==> src/rtl/ct_pkg.sv <==
package ct_pkg;
  // Tick source codes carried in the low bits of the mode field
  typedef enum logic [1:0] {
    SRC_EXT    = 2'b00,
    SRC_XTAL   = 2'b01,
    SRC_XTAL16 = 2'b10,
    SRC_OFF    = 2'b11
  } ct_src_e;

  localparam int MODE_W      = 3;
  localparam int MODE_TMR_B  = 2;
endpackage

==> src/rtl/ct_tick_sel.sv <==
module ct_tick_sel
  import ct_pkg::*;
(
  input  logic [1:0] src_sel,
  input  logic       ext_tick,
  input  logic       xtal_tick,
  input  logic       xtal16_tick,
  output logic       tick
);
  ct_src_e src;

  always_comb begin
    src = ct_src_e'(src_sel);
    unique case (src)
      SRC_EXT:    tick = ext_tick;
      SRC_XTAL:   tick = xtal_tick;
      SRC_XTAL16: tick = xtal16_tick;
      default:    tick = 1'b0;
    endcase
  end
endmodule

==> src/rtl/ct_preload.sv <==
module ct_preload #(
  parameter int CNT_W  = 16,
  parameter int BYTE_W = 8
) (
  input  logic                      clk,
  input  logic                      rst_n,
  input  logic [CNT_W/BYTE_W-1:0]   byte_we,
  input  logic [BYTE_W-1:0]         wr_data,
  output logic [CNT_W-1:0]          preload
);
  localparam int NB = CNT_W / BYTE_W;

  logic [BYTE_W-1:0] byte_q [NB];

  for (genvar b = 0; b < NB; b++) begin : g_lane
    always_ff @(posedge clk or negedge rst_n) begin
      if (!rst_n) begin
        byte_q[b] <= '0;
      end else if (byte_we[b]) begin
        byte_q[b] <= wr_data;
      end
    end
    assign preload[b*BYTE_W +: BYTE_W] = byte_q[b];
  end
endmodule

==> src/rtl/ct_core.sv <==
module ct_core #(
  parameter int CNT_W = 16
) (
  input  logic             clk,
  input  logic             rst_n,
  input  logic             tick,
  input  logic             timer_mode,
  input  logic             start_cmd,
  input  logic             stop_cmd,
  input  logic [CNT_W-1:0] preload,
  output logic [CNT_W-1:0] count,
  output logic             sq_out,
  output logic             ready
);
  localparam logic [CNT_W-1:0] ONE = CNT_W'(1);

  logic [CNT_W-1:0] cnt_q, cnt_d;
  logic             sq_q, sq_d;
  logic             rdy_q, rdy_d;
  logic             run_q, run_d;
  logic             start_go, terminal, set_rdy;

  always_comb begin
    start_go = start_cmd & ~stop_cmd;
    terminal = (cnt_q[CNT_W-1:1] == '0);
    cnt_d    = cnt_q;
    sq_d     = sq_q;
    run_d    = run_q;
    set_rdy  = 1'b0;

    if (stop_cmd)      run_d = 1'b0;
    else if (start_go) run_d = 1'b1;

    if (timer_mode) begin
      if (start_go) begin
        cnt_d = preload;
      end else if (tick) begin
        if (terminal) begin
          cnt_d   = preload;
          sq_d    = ~sq_q;
          set_rdy = ~sq_q;
        end else begin
          cnt_d = cnt_q - ONE;
        end
      end
    end else begin
      if (start_go) begin
        cnt_d = preload;
      end else if (run_q && tick && !stop_cmd) begin
        cnt_d   = cnt_q - ONE;
        set_rdy = (cnt_q == ONE);
      end
    end

    rdy_d = stop_cmd ? 1'b0 : (rdy_q | set_rdy);
  end

  always_ff @(posedge clk or negedge rst_n) begin
    if (!rst_n) begin
      cnt_q <= '0;
      sq_q  <= 1'b1;
      rdy_q <= 1'b0;
      run_q <= 1'b0;
    end else begin
      cnt_q <= cnt_d;
      sq_q  <= sq_d;
      rdy_q <= rdy_d;
      run_q <= run_d;
    end
  end

  assign count  = cnt_q;
  assign sq_out = sq_q;
  assign ready  = rdy_q;
endmodule

==> src/rtl/counter_timer16.sv <==
module counter_timer16
  import ct_pkg::*;
#(
  parameter int CNT_W  = 16,
  parameter int BYTE_W = 8
) (
  input  logic                     clk,
  input  logic                     rst_n,
  input  logic [MODE_W-1:0]        mode_sel,
  input  logic                     ext_tick,
  input  logic                     xtal_tick,
  input  logic                     xtal16_tick,
  input  logic [CNT_W/BYTE_W-1:0]  preload_we,
  input  logic [BYTE_W-1:0]        wr_data,
  input  logic                     start_cmd,
  input  logic                     stop_cmd,
  output logic [CNT_W-1:0]         count,
  output logic                     sq_out,
  output logic                     ready
);
  logic             tick;
  logic [CNT_W-1:0] preload_q;

  ct_tick_sel u_tick (
    .src_sel     (mode_sel[1:0]),
    .ext_tick    (ext_tick),
    .xtal_tick   (xtal_tick),
    .xtal16_tick (xtal16_tick),
    .tick        (tick)
  );

  ct_preload #(.CNT_W(CNT_W), .BYTE_W(BYTE_W)) u_pre (
    .clk     (clk),
    .rst_n   (rst_n),
    .byte_we (preload_we),
    .wr_data (wr_data),
    .preload (preload_q)
  );

  ct_core #(.CNT_W(CNT_W)) u_core (
    .clk        (clk),
    .rst_n      (rst_n),
    .tick       (tick),
    .timer_mode (mode_sel[MODE_TMR_B]),
    .start_cmd  (start_cmd),
    .stop_cmd   (stop_cmd),
    .preload    (preload_q),
    .count      (count),
    .sq_out     (sq_out),
    .ready      (ready)
  );
endmodule

==> config.mk <==
export PLATFORM = sky130hd
export DESIGN_NAME = counter_timer16
export DESIGN_NICKNAME = d
export VERILOG_FILES = /design/src/rtl/ct_pkg.sv /design/src/rtl/ct_tick_sel.sv /design/src/rtl/ct_preload.sv /design/src/rtl/ct_core.sv /design/src/rtl/counter_timer16.sv
export SDC_FILE = /design/constraint.sdc
export NUM_CORES = 1
export LEC_CHECK = 0
export ABC_AREA = 1
export BUFFER_PORTS_ARGS = -buffer_cell sky130_fd_sc_hd__buf_4
export CAP_MARGIN = 30
export CORE_AREA = 4 4 56 79
export CTS_CLUSTER_DIAMETER = 200
export CTS_CLUSTER_SIZE = 8
export DETAILED_ROUTE_END_ITERATION = 8
export DIE_AREA = 0 0 60 83
export HOLD_SLACK_MARGIN = 0.12
export PLACE_DENSITY_LB_ADDON = 0.08
export SLEW_MARGIN = 20
export SYNTH_ARGS = -nofsm -noshare
export SYNTH_HDL_FRONTEND = slang
export SYNTH_SLANG_ARGS = --single-unit
==> constraint.sdc <==
create_clock -name clk -period 3 [get_ports clk]
set_clock_uncertainty 0.05 [all_clocks]
set_input_delay 0.15 -clock clk [delete_from_list [all_inputs] [get_ports clk]]
set_output_delay 0.15 -clock clk [all_outputs]
set_load 0.03 [all_outputs]
# Yosys cells after proc, flatten, opt, wreduce, memory -nomap -nowiden
# Cells that the tools add are included.
dict set report totals {
  romBits 0
  regBits 35
  mem_bits_rw 0
  out_inout_bits 18
  memories 0
  latch_bits 0
}
dict set report op_classes {
  muxes 16
  eq_ne 4
  order_cmp 0
  n_div 0
  n_bitwise 5
  n_reduce_logical 9
  n_shift 0
  mul 0
  add_sub_neg 1
}
# operator count
set ops {}
lappend ops {{16-bit 2-to-1 mux} 6}
lappend ops {{16-bit by 1-bit == test with 1-bit output (second input constant)} 1}
lappend ops {{16-bit by 1-bit subtractor with 16-bit output (second input constant)} 1}
lappend ops {{15-bit zero test} 1}
lappend ops {{1-bit 2-to-1 mux} 9}
lappend ops {{4-bit AND reduction} 1}
lappend ops {{3-bit by 1-bit != test with 1-bit output (second input constant)} 1}
lappend ops {{1-bit inverter} 3}
lappend ops {{1-bit one-hot mux with 3 select lines} 1}
lappend ops {{3-bit nonzero test} 1}
lappend ops {{2-bit by 1-bit == test with 1-bit output (second input constant)} 1}
lappend ops {{2-bit == test (second input constant)} 1}
lappend ops {{1-bit logical AND} 2}
lappend ops {{2-bit zero test} 1}
lappend ops {{2-bit AND reduction} 1}
lappend ops {{2-bit nonzero test} 1}
lappend ops {{1-bit AND} 1}
lappend ops {{1-bit zero test} 1}
lappend ops {{1-bit bitwise OR} 1}

# Depth between registers and ports, before layout
# Gate-level depths: netlist of run 1.
dict set report depth {
  word_depth 9
  ltp_mapped 10
}

# Cells and area by module
# A second synthesis of run 1 with hierarchy kept.
dict set report hier_totals {
  cells_unflattened 287
  hier_area_um2 2072.0
}
# module area_per_inst_um2 cells_each seq_area_each_um2 n_inst
set modules_own_cells {}
lappend modules_own_cells {ct_core 1433.9 213 476.7 1}
lappend modules_own_cells {ct_preload 610.6 68 400.4 1}
lappend modules_own_cells {ct_tick_sel 27.5 6 0.0 1}

# Least setup slack after synthesis of run 1
# OpenSTA, ideal clock, no wires.
dict set report synth_path {
  path_kind {reg2reg}
  from {reg u_core.cnt_q[0] (netlist: u_core.count[0])}
  to {reg u_core.cnt_q[14] (netlist: u_core.count[14])}
  setup_slack_ns 1.425
  required_ns 2.832
  stages_incl_launch_ff 10
  path_buffers 0
  t_arrival_ns 1.407
  setup_time_ns 0.118
  period_less_slack_ns 1.575
  cell_sequence {dfrtp_1 inv_1 ha_1 nand2_1 nor2_1 nand3_1 nand2_1 nor2_1 nor2_1 nor2_1}
}
dict set report synth_via {
  elab_chain_len 5
  elab_cells_between_ends 7
}
# item line_no
set synth_rtl {}
lappend synth_rtl {{start, declared} ct_core.sv:17} ;# logic [CNT_W-1:0] cnt_q, cnt_d;
lappend synth_rtl {{start signal, assigned} ct_core.sv:65} ;# cnt_q <= cnt_d;
lappend synth_rtl {{16-bit by 1-bit subtractor with 16-bit output *} {ct_core.sv:43, ct_core.sv:50}}
lappend synth_rtl {{16-bit 2-to-1 mux} ct_core.sv:38} ;# if (terminal) begin
lappend synth_rtl {{16-bit 2-to-1 mux} ct_core.sv:37} ;# end else if (tick) begin
lappend synth_rtl {{16-bit 2-to-1 mux} ct_core.sv:35} ;# if (start_go) begin
lappend synth_rtl {{16-bit 2-to-1 mux *} ct_core.sv:34} ;# if (timer_mode) begin
# Mark *: on every way between the ends. The rest lies on a longest branch, timed or not. The select of a mux whose other input is x is not followed.
# A chain may end at the register's enable or synchronous reset.

# Final worst setup path of run 1
dict set report layout_path {
  from {in stop_cmd}
  to {reg u_core.cnt_q[7] (netlist: u_core.count[7])}
}
dict set report layout_via {
  elab_chain_len 4
  elab_cells_between_ends 10
}
# item line_no
set layout_rtl {}
lappend layout_rtl {{start, declared} counter_timer16.sv:16} ;# input logic stop_cmd,
lappend layout_rtl {{1-bit inverter or 1-bit zero test (tied branches)} {ct_core.sv:24, ct_core.sv:49}}
lappend layout_rtl {{1-bit AND or 1-bit logical AND (tied branches)} {ct_core.sv:24, ct_core.sv:49}}
lappend layout_rtl {{3-bit by 1-bit != test with 1-bit output (no line) (tied with other cells)} --}
lappend layout_rtl {{2-bit AND reduction (no line) or 16-bit 2-to-1 mux (tied branches)} --}
# Several ways; a longest one is shown, not always the timed one.

==> impl_summary.log, run 1 <==
INFO  metric run_status = completed
INFO  metric period_minus_slack = 1.982 ns
INFO  metric synth_seq_cells = 35
INFO  metric drt_iter0_markers = 86
INFO  metric grt_pass1_vias = 2,074
INFO  metric grt_setup_unrepaired = no
INFO  metric crit_path_slowest_cell = dlygate4sd3_1
INFO  metric worst_path_most_repeated_cell = nand2_1
INFO  metric pin_count = 38
INFO  metric pwr-share-comb = 40.6%
INFO  metric synth.avg_cell_area = 7.043 um2
INFO  metric hold_path_end = u_core.ready
INFO  metric drt_wl_total = 5.397 mm
INFO  metric grt_first_pass_wirelength = 9.321 mm
INFO  metric total_grt_overflow = 0
INFO  metric netlist_top_cells_area = dfrtp_1, nand2_1, nand3_1
INFO  metric core_area = between 3000 and 4000 um2
INFO  metric max_buffers_root_to_sink = 2
INFO  metric vias = roughly 2.1k
INFO  metric initial_core_util = 57.71%
INFO  metric synth_top_area_share = 38.97%
INFO  metric finalNetCount = 387
INFO  metric tritoncts_num_sinks = 35
INFO  metric cts_root_buffer = clkbuf_8
INFO  metric synth_most_common_cell = nand2_1
INFO  metric timing.slew.headroom = between 60 and 70%
INFO  metric clock_tree_from_tritoncts = done
INFO  metric power_frac_clock = 23.6%
INFO  metric wl_met2 = 2.895 mm
INFO  metric topRoutingLayerUsed = met4
INFO  metric leakagePower = 1.460 nW
INFO  metric cp-end-kind = flip-flop
INFO  metric row_count = 27
INFO  metric critical_path_arrival = 2.12 ns
INFO  metric drt-pass1-iter-count = 4
INFO  metric cts_setup_buffers = 0
INFO  metric rr_startpoint = u_core.count[0]
INFO  metric design_area = 2765 um2
INFO  metric setup_viol = 0
INFO  metric fin_total_pwr = 1.943 mW
INFO  metric worstPathMaxFanout = 27
INFO  metric final-max-slew-violation-count = 0
INFO  metric worst_slew_pin_tran = roughly 0.57 ns
INFO  metric largest_net_degree_at_the_start_of_global_routing = 36
INFO  metric routedLengthMet1 = 2.144 mm
INFO  metric route.detailed.wl_per_inst = ~13 um
INFO  metric power-per-cell-area = 702.7 nW/um2
INFO  metric synth_cell_types = 26
INFO  metric ys_async_sr_fraction = between 90% and 100%
INFO  metric route.antenna.remaining_nets = 0
INFO  metric final.setup.tns = 0 ns
INFO  metric cp-start-kind = input pin
INFO  metric p_switching = 812.2 uW
INFO  metric syn_nets = 332
INFO  metric portBuffers = 37
INFO  metric critical_path.reg2reg.endpoint = u_core.count[14]
INFO  metric postSynthCellCount = 310
INFO  metric dp.final_hpwl = 3.840 mm
INFO  metric peak_vdd_ir = 0.0005299 V
INFO  metric report.final.hold_viol_count = 0
INFO  metric sw_frac_of_total = 41.80%
INFO  metric synth_top_flop_cell = dfrtp_1
INFO  metric max_cap_viol_count = 0
INFO  metric cts.reportedPaths.clkPinSlew = approximately 0.080 ns
INFO  metric place_area = between 2000 and 2500 um2
INFO  metric synthToLayoutAreaGrowth = 26.65%
INFO  metric holdPathStages = 5
INFO  metric route.met3.wl = ~290 um
INFO  metric synth-edff-count = 0
INFO  metric fp.dieW = 60 um
INFO  metric fraction_of_layout_instances_using_a_drive_strength_above_1 = 19.13%
INFO  metric track_usage = 24.27%
INFO  metric worstPathRequired = roughly 3.1 ns
INFO  metric critical_path_class = in2reg
INFO  metric die-height = approximately 83 um
INFO  metric insertedDiodeCount = 0
INFO  metric post_cts_resize_count = 0
INFO  metric cts_made_buffers = 5
INFO  metric synth_area = 2183 um2
INFO  metric drc_viols = 0
INFO  metric cts_htree_levels = 2
INFO  metric place_congestion = around 0.88
INFO  metric power.sequential.fraction = 35.9%
INFO  metric minimum_setup_slack_among_reg_to_reg_paths = 1.24 ns
INFO  metric synth_top_cells_by_count = nand2_1, inv_1, nand3_1
INFO  metric period_share = 66.07%
INFO  metric ys.warnings.count = 0
INFO  metric route.detailed.vias_per_inst = just over 5
INFO  metric synth_top_cell_by_area = dfrtp_1
INFO  metric cp_slowest_stage_delay = approximately 0.56 ns
INFO  metric crit_chain = dlygate4sd3_1, buf_4, nor2_2, nor2_1, nor2_4, inv_1, nand2_1, nand2_1
INFO  metric startpoint_of_the_worst_hold_path = mode_sel[2]
INFO  metric worstSkewPairLatency = ~0.29 ns
INFO  metric cell_internal_pwr = 1.131 mW
INFO  metric area_of_the_die = 4980 um2
INFO  metric ys_seq_area_share = 40.17%
INFO  metric worst_min_delay_path_category = in2reg
INFO  metric timing.reg2reg.worst_path_depth = 9
INFO  metric fmaxAchievable = approximately 0.50 GHz
INFO  metric antenna_violations_before_repair = 0
## timing repair
item,CTS,global route
endpoints found under the hold margin,53,0
hold buffers,19,0
endpoints found under the setup margin,0,0
## how the worst max path moves through the flow
| stage | start | endpoint | slack [ns] | depth (start not counted) |
|---|---|---|---|---|
| 2_1_floorplan | u_core.count[0] | u_core.count[14] | 1.42 | 9 |
| 3_3_place_gp | u_core.count[10] | u_core.count[10] | 1.28 | 9 |
| 4_1_cts | stop_cmd | u_core.count[7] | 1.07 | 8 |
| 3_5_place_dp | u_core.count[12] | u_core.count[10] | 1.25 | 9 |
| 5_1_grt | stop_cmd | u_core.count[5] | 0.85 | 9 |
| 6_report | stop_cmd | u_core.count[7] | 1.02 | 8 |
## cells in the final DEF, fill, tap and decap left out, types with 2 or more instances in the layout
cell           Yosys  routed
nor2_1            32      32
o21ai_0           18      18
nor2_2             7       7
nand3_1           40      40
o21ai_1            2       2
nor2_4             4       4
nand2_4            2       2
clkbuf_8           0       6
mux2_2             4       4
dlygate4sd3_1      0      19
dfrtp_1           34      34
buf_4              2      37
nand2_1          101     101
or2_2              2       2
nand2_2            3       3
a21oi_1            2       2
inv_1             42      42
ha_1               2       2
## final cells by class
| type | instances | area, um2 |
|---|---|---|
| multi-input cells | 225 | 1087 |
| inverters | 42 | 157.7 |
| flip-flops and latches | 35 | 877.1 |
| clock buffers | 6 | 82.58 |
| well taps | 43 | 53.80 |
| fillers | 321 | 1018 |
| repair buffers | 56 | 467.9 |
| clock inverters | 2 | 38.79 |
## critical path: cells and delay by family
kind | cells | cell delay, ns
and+or+nand+nor | 5 | 0.99
buffers and inverters | 3 | 0.97
## cell families after synthesis
kind of cell / Yosys count / synth area share, %
AOI/OAI and AO/OA: 23 / 5.387
xor gates and xnor gates: 2 / 0.8024
adders and majority gates: 2 / 1.146
buffers and inverters: 50 / 10.03
DFF: 35 / 40.17
muxes: 4 / 2.063
and+or+nand+nor: 194 / 40.40
## metal layers
metal	vias up	global-route usage (%)
met5	-	0
met4	0	6.250
met3	5	4.821
met2	61	42.81
met1	978	28.94
li1	1064	-
## through the flow
stage	util, %	worst slack [ns]	cells	hold WS (ns)
after floorplan	-	1.425	310	-0.1956
after global placement	64.85	1.277	382	0.07650
after detailed placement	64.85	1.251	382	0.08315
after CTS	73.08	1.073	409	0.2484
after global routing	73.08	0.8467	409	0.2937
final	73.08	1.018	409	0.2532
## power by group through the flow
stage | combinational (mW) | sequential (mW) | clock, mW
floorplan | 0.378 | 0.832 | 0
finish | 0.788 | 0.697 | 0.458
global placement | 0.758 | 0.703 | 0
detailed placement | 0.762 | 0.706 | 0
global route | 0.876 | 0.714 | 0.487
CTS | 0.791 | 0.698 | 0.464
## sequential cells by signal (all words and copies together) (netlist names)
register / flops
u_core.sq_out: 1
u_core.run_q: 1
u_core.ready: 1
u_pre.preload: 16
u_core.count: 16
No activity file was read; power rests on OpenSTA's default activity.
==> run 2: changes to the inputs <==
- CORE_AREA: 4 4 56 79 -> 4 4 61 86
- DIE_AREA: 0 0 60 83 -> 0 0 65 90
- clock period: 3 -> 1.7 ns (I/O delays scaled with it)
==> impl_summary.log, run 2 (synthesis results as in run 1) <==
INFO  metric grt_first_pass_wirelength = 9.501 mm (was 9.321 mm)
INFO  metric design_area = 2909 um2 (was 2765 um2)
INFO  metric largest_net_degree_at_the_start_of_global_routing = 36 (unchanged)
INFO  metric place_ws = 0.01288 ns (was 1.251 ns)
INFO  metric fp.dieW = 65 um (was 60 um)
INFO  metric max_buffers_root_to_sink = 2 (unchanged)
INFO  metric timing.critical_path.from = start_cmd (was stop_cmd)
INFO  metric fill_cells = 410 (was 321)
INFO  metric final-instance-count-excl-fill = 443 (was 409)
INFO  metric layout_common_cells = nand2_1, buf_4, inv_1 (was nand2_1, inv_1, nand3_1)
INFO  metric power_frac_clock = 18.1% (was 23.6%)
INFO  metric worstPathRequired = 1.83 ns (was 3.14 ns)
INFO  metric layout.cells.most_common = nand2_1 (unchanged)
INFO  metric worst_slew_pin_tran = 0.4448 ns (was 0.5745 ns)
INFO  metric worst_min_delay_path_category = in2reg (unchanged)
INFO  metric period_share = 92.39%
INFO  metric peak_vdd_ir = 0.0007090 V (was 0.0005299 V)
INFO  metric cell_internal_pwr = 1.933 mW (was 1.131 mW)
INFO  metric p_switching = 1.455 mW (was 812.2 uW)
INFO  metric cts_made_buffers = 5 (unchanged)
INFO  metric synthToLayoutAreaGrowth = 33.24% (was 26.65%)
INFO  metric power.sequential.fraction = 34.7% (was 35.9%)
INFO  metric run_status = completed (unchanged)
INFO  metric track_usage = 20.46% (was 24.27%)
INFO  metric critical_path_arrival = 1.70 ns (was 2.12 ns)
INFO  metric report.final.hold_viol_count = 0 (unchanged)
INFO  metric grt_setup_unrepaired = no (unchanged)
INFO  metric total_grt_overflow = 0 (unchanged)
INFO  metric drt_iter0_markers = 96 (was 86)
INFO  metric timing.slew.headroom = 70.34% (was 61.61%)
INFO  metric sw_frac_of_total = 42.94% (was 41.80%)
INFO  metric row_count = 29 (was 27)
INFO  metric area_of_the_die = 5850 um2 (was 4980 um2)
INFO  metric pin_count = 38 (unchanged)
INFO  metric final_core_utilization = 65.18% (was 73.08%)
INFO  metric route.antenna.remaining_nets = 0 (unchanged)
INFO  metric vias = 2,112 (was 2,108)
INFO  metric place_inst = 416 (was 382)
INFO  metric place_area = 2590 um2 (was 2454 um2)
INFO  metric final-max-slew-violation-count = 0 (unchanged)
INFO  metric dp.final_hpwl = 4.066 mm (was 3.840 mm)
INFO  metric cts_root_buffer = clkbuf_8 (unchanged)
INFO  metric drt_wl_total = 5.437 mm (was 5.397 mm)
INFO  metric period_minus_slack = 1.571 ns
INFO  metric setup_viol = 0 (unchanged)
INFO  metric drc_viols = 0 (unchanged)
INFO  metric fmaxAchievable = 0.6367 GHz
INFO  metric core_area = 4463 um2 (was 3784 um2)
INFO  metric tritoncts_num_sinks = 35 (unchanged)
INFO  metric leakagePower = 1.517 nW (was 1.460 nW)
INFO  metric cp-end-kind = flip-flop (unchanged)
INFO  metric insertedDiodeCount = 0 (unchanged)
INFO  metric max_cap_viol_count = 0 (unchanged)
INFO  metric worstPathMaxFanout = 11 (was 27)
INFO  metric fraction_of_layout_instances_using_a_drive_strength_above_1 = 23.88% (was 19.13%)
INFO  metric final_critical_path_setup_slack = 0.1294 ns (was 1.018 ns)
INFO  metric drt-pass1-iter-count = 4 (unchanged)
INFO  metric rr_startpoint = u_core.count[14] (was u_core.count[0])
INFO  metric cts_htree_levels = 2 (unchanged)
INFO  metric seqCellArea = 877.1 um2 (unchanged)
INFO  metric critical_path_class = in2reg (unchanged)
INFO  metric cts.reportedPaths.clkPinSlew = 0.07 ns (was 0.08 ns)
INFO  metric pwr-share-comb = 47.2% (was 40.6%)
INFO  metric grt_pass1_vias = 2,064 (was 2,074)
INFO  metric route.detailed.vias_per_inst = 4.767 (was 5.154)
INFO  metric finalNetCount = 403 (was 387)
INFO  metric footprint_of_the_multi_input_gates = 1111 um2 (was 1087 um2)
INFO  metric route.detailed.wl_per_inst = 12.27 um (was 13.20 um)
INFO  metric clock_tree_from_tritoncts = done (unchanged)
INFO  metric die-height = 90 um (was 83 um)
INFO  metric fin_total_pwr = 3.388 mW (was 1.943 mW)
INFO  metric place_congestion = 0.8241 (was 0.8761)
INFO  metric worstSkewPairLatency = 0.29 ns (about the same)
INFO  metric portBuffers = 37 (unchanged)
INFO  metric cp-start-kind = input pin (unchanged)
INFO  metric power-per-cell-area = 1165 nW/um2 (was 702.7 nW/um2)
INFO  metric antenna_violations_before_repair = 0 (unchanged)
INFO  metric initial_core_util = 48.92% (was 57.71%)
INFO  metric startpoint_of_the_worst_hold_path = mode_sel[2] (unchanged)
[run 2: cell count changes in the layout (fill, tap and decap cells not counted), sizes merged]
cell         previous run  this run
clkinv                  0         1
buf                    37        54
inv                    43        42
bufinv                  1         0
dlygate4sd3            19        18
[run 2: worst paths after layout]
path | cells after the start | slack, ns | end
min in group asynchronous | 2 | 0.23 | u_core.ready
worst max register to register | 9 | 0.15 | u_core.count[10]
worst min-delay path | 5 | 0.17 | u_core.ready
max in group asynchronous | 2 | 1.04 | u_core.sq_out
worst max-delay path | 12 | 0.13 | u_core.count[15]
worst min register to register | 1 | 0.46 | u_pre.preload[5]
[run 2: repair_timing]
action | CTS | global route
hold endpoints to repair | 53 | 0
setup buffers | 0 | 2
setup endpoints to repair | 1 | 15
pin swaps | 0 | 2
resized for setup | 1 | 6
hold buffers | 18 | 0
[run 2: area by class of cell]
| class | instances | share of cell area, % |
|---|---|---|
| inverters | 42 | 5.419 |
| flip-flops and latches | 35 | 30.15 |
| multi-input cells | 225 | 38.19 |
| clock inverters | 1 | 0.1720 |
| well taps | 62 | 2.667 |
| repair buffers | 72 | 20.56 |
| clock buffers | 6 | 2.839 |
[run 2: metrics by stage]
stage	TNS, ns	hold slack (ns)
after floorplan	0	-0.2606
after global placement	-0.003177	0.01932
after detailed placement	0	0.01697
after CTS	0	0.1620
after global routing	0	0.2330
final	0	0.1695
[run 2: per-layer routing]
metal | share of wire (%) | vias to the layer above | track usage, % | wire length, um
met5 | 0 | - | 0 | 0
met4 | 2.1 | 0 | 6.878 | 112
met3 | 3.4 | 10 | 3.367 | 184
met2 | 51 | 40 | 35.70 | 2783
met1 | 43 | 958 | 25.00 | 2357
li1 | - | 1104 | - | -
[run 2: worst max-delay path, cell delays in order]
cell and delay, ns:
dlygate4sd3_1 0.54, buf_4 0.13, inv_1 0.07, nor2_2 0.05, buf_4 0.14, inv_1 0.16, buf_4 0.22, nand2_1 0.07
nand2_1 0.05, nand3_1 0.06, nor2_1 0.08, nor2_1 0.04
[run 2: power by group through the flow]
| stage | Combinational, mW | Sequential [mW] | Clock [mW] |
|---|---|---|---|
| 2_1_floorplan | 0.668 | 1.47 | 0 |
| 3_3_place_gp | 1.53 | 1.18 | 0 |
| 3_5_place_dp | 1.53 | 1.19 | 0 |
| 4_1_cts | 1.57 | 1.17 | 0.622 |
| 5_1_grt | 1.76 | 1.21 | 0.660 |
| 6_report | 1.60 | 1.18 | 0.613 |
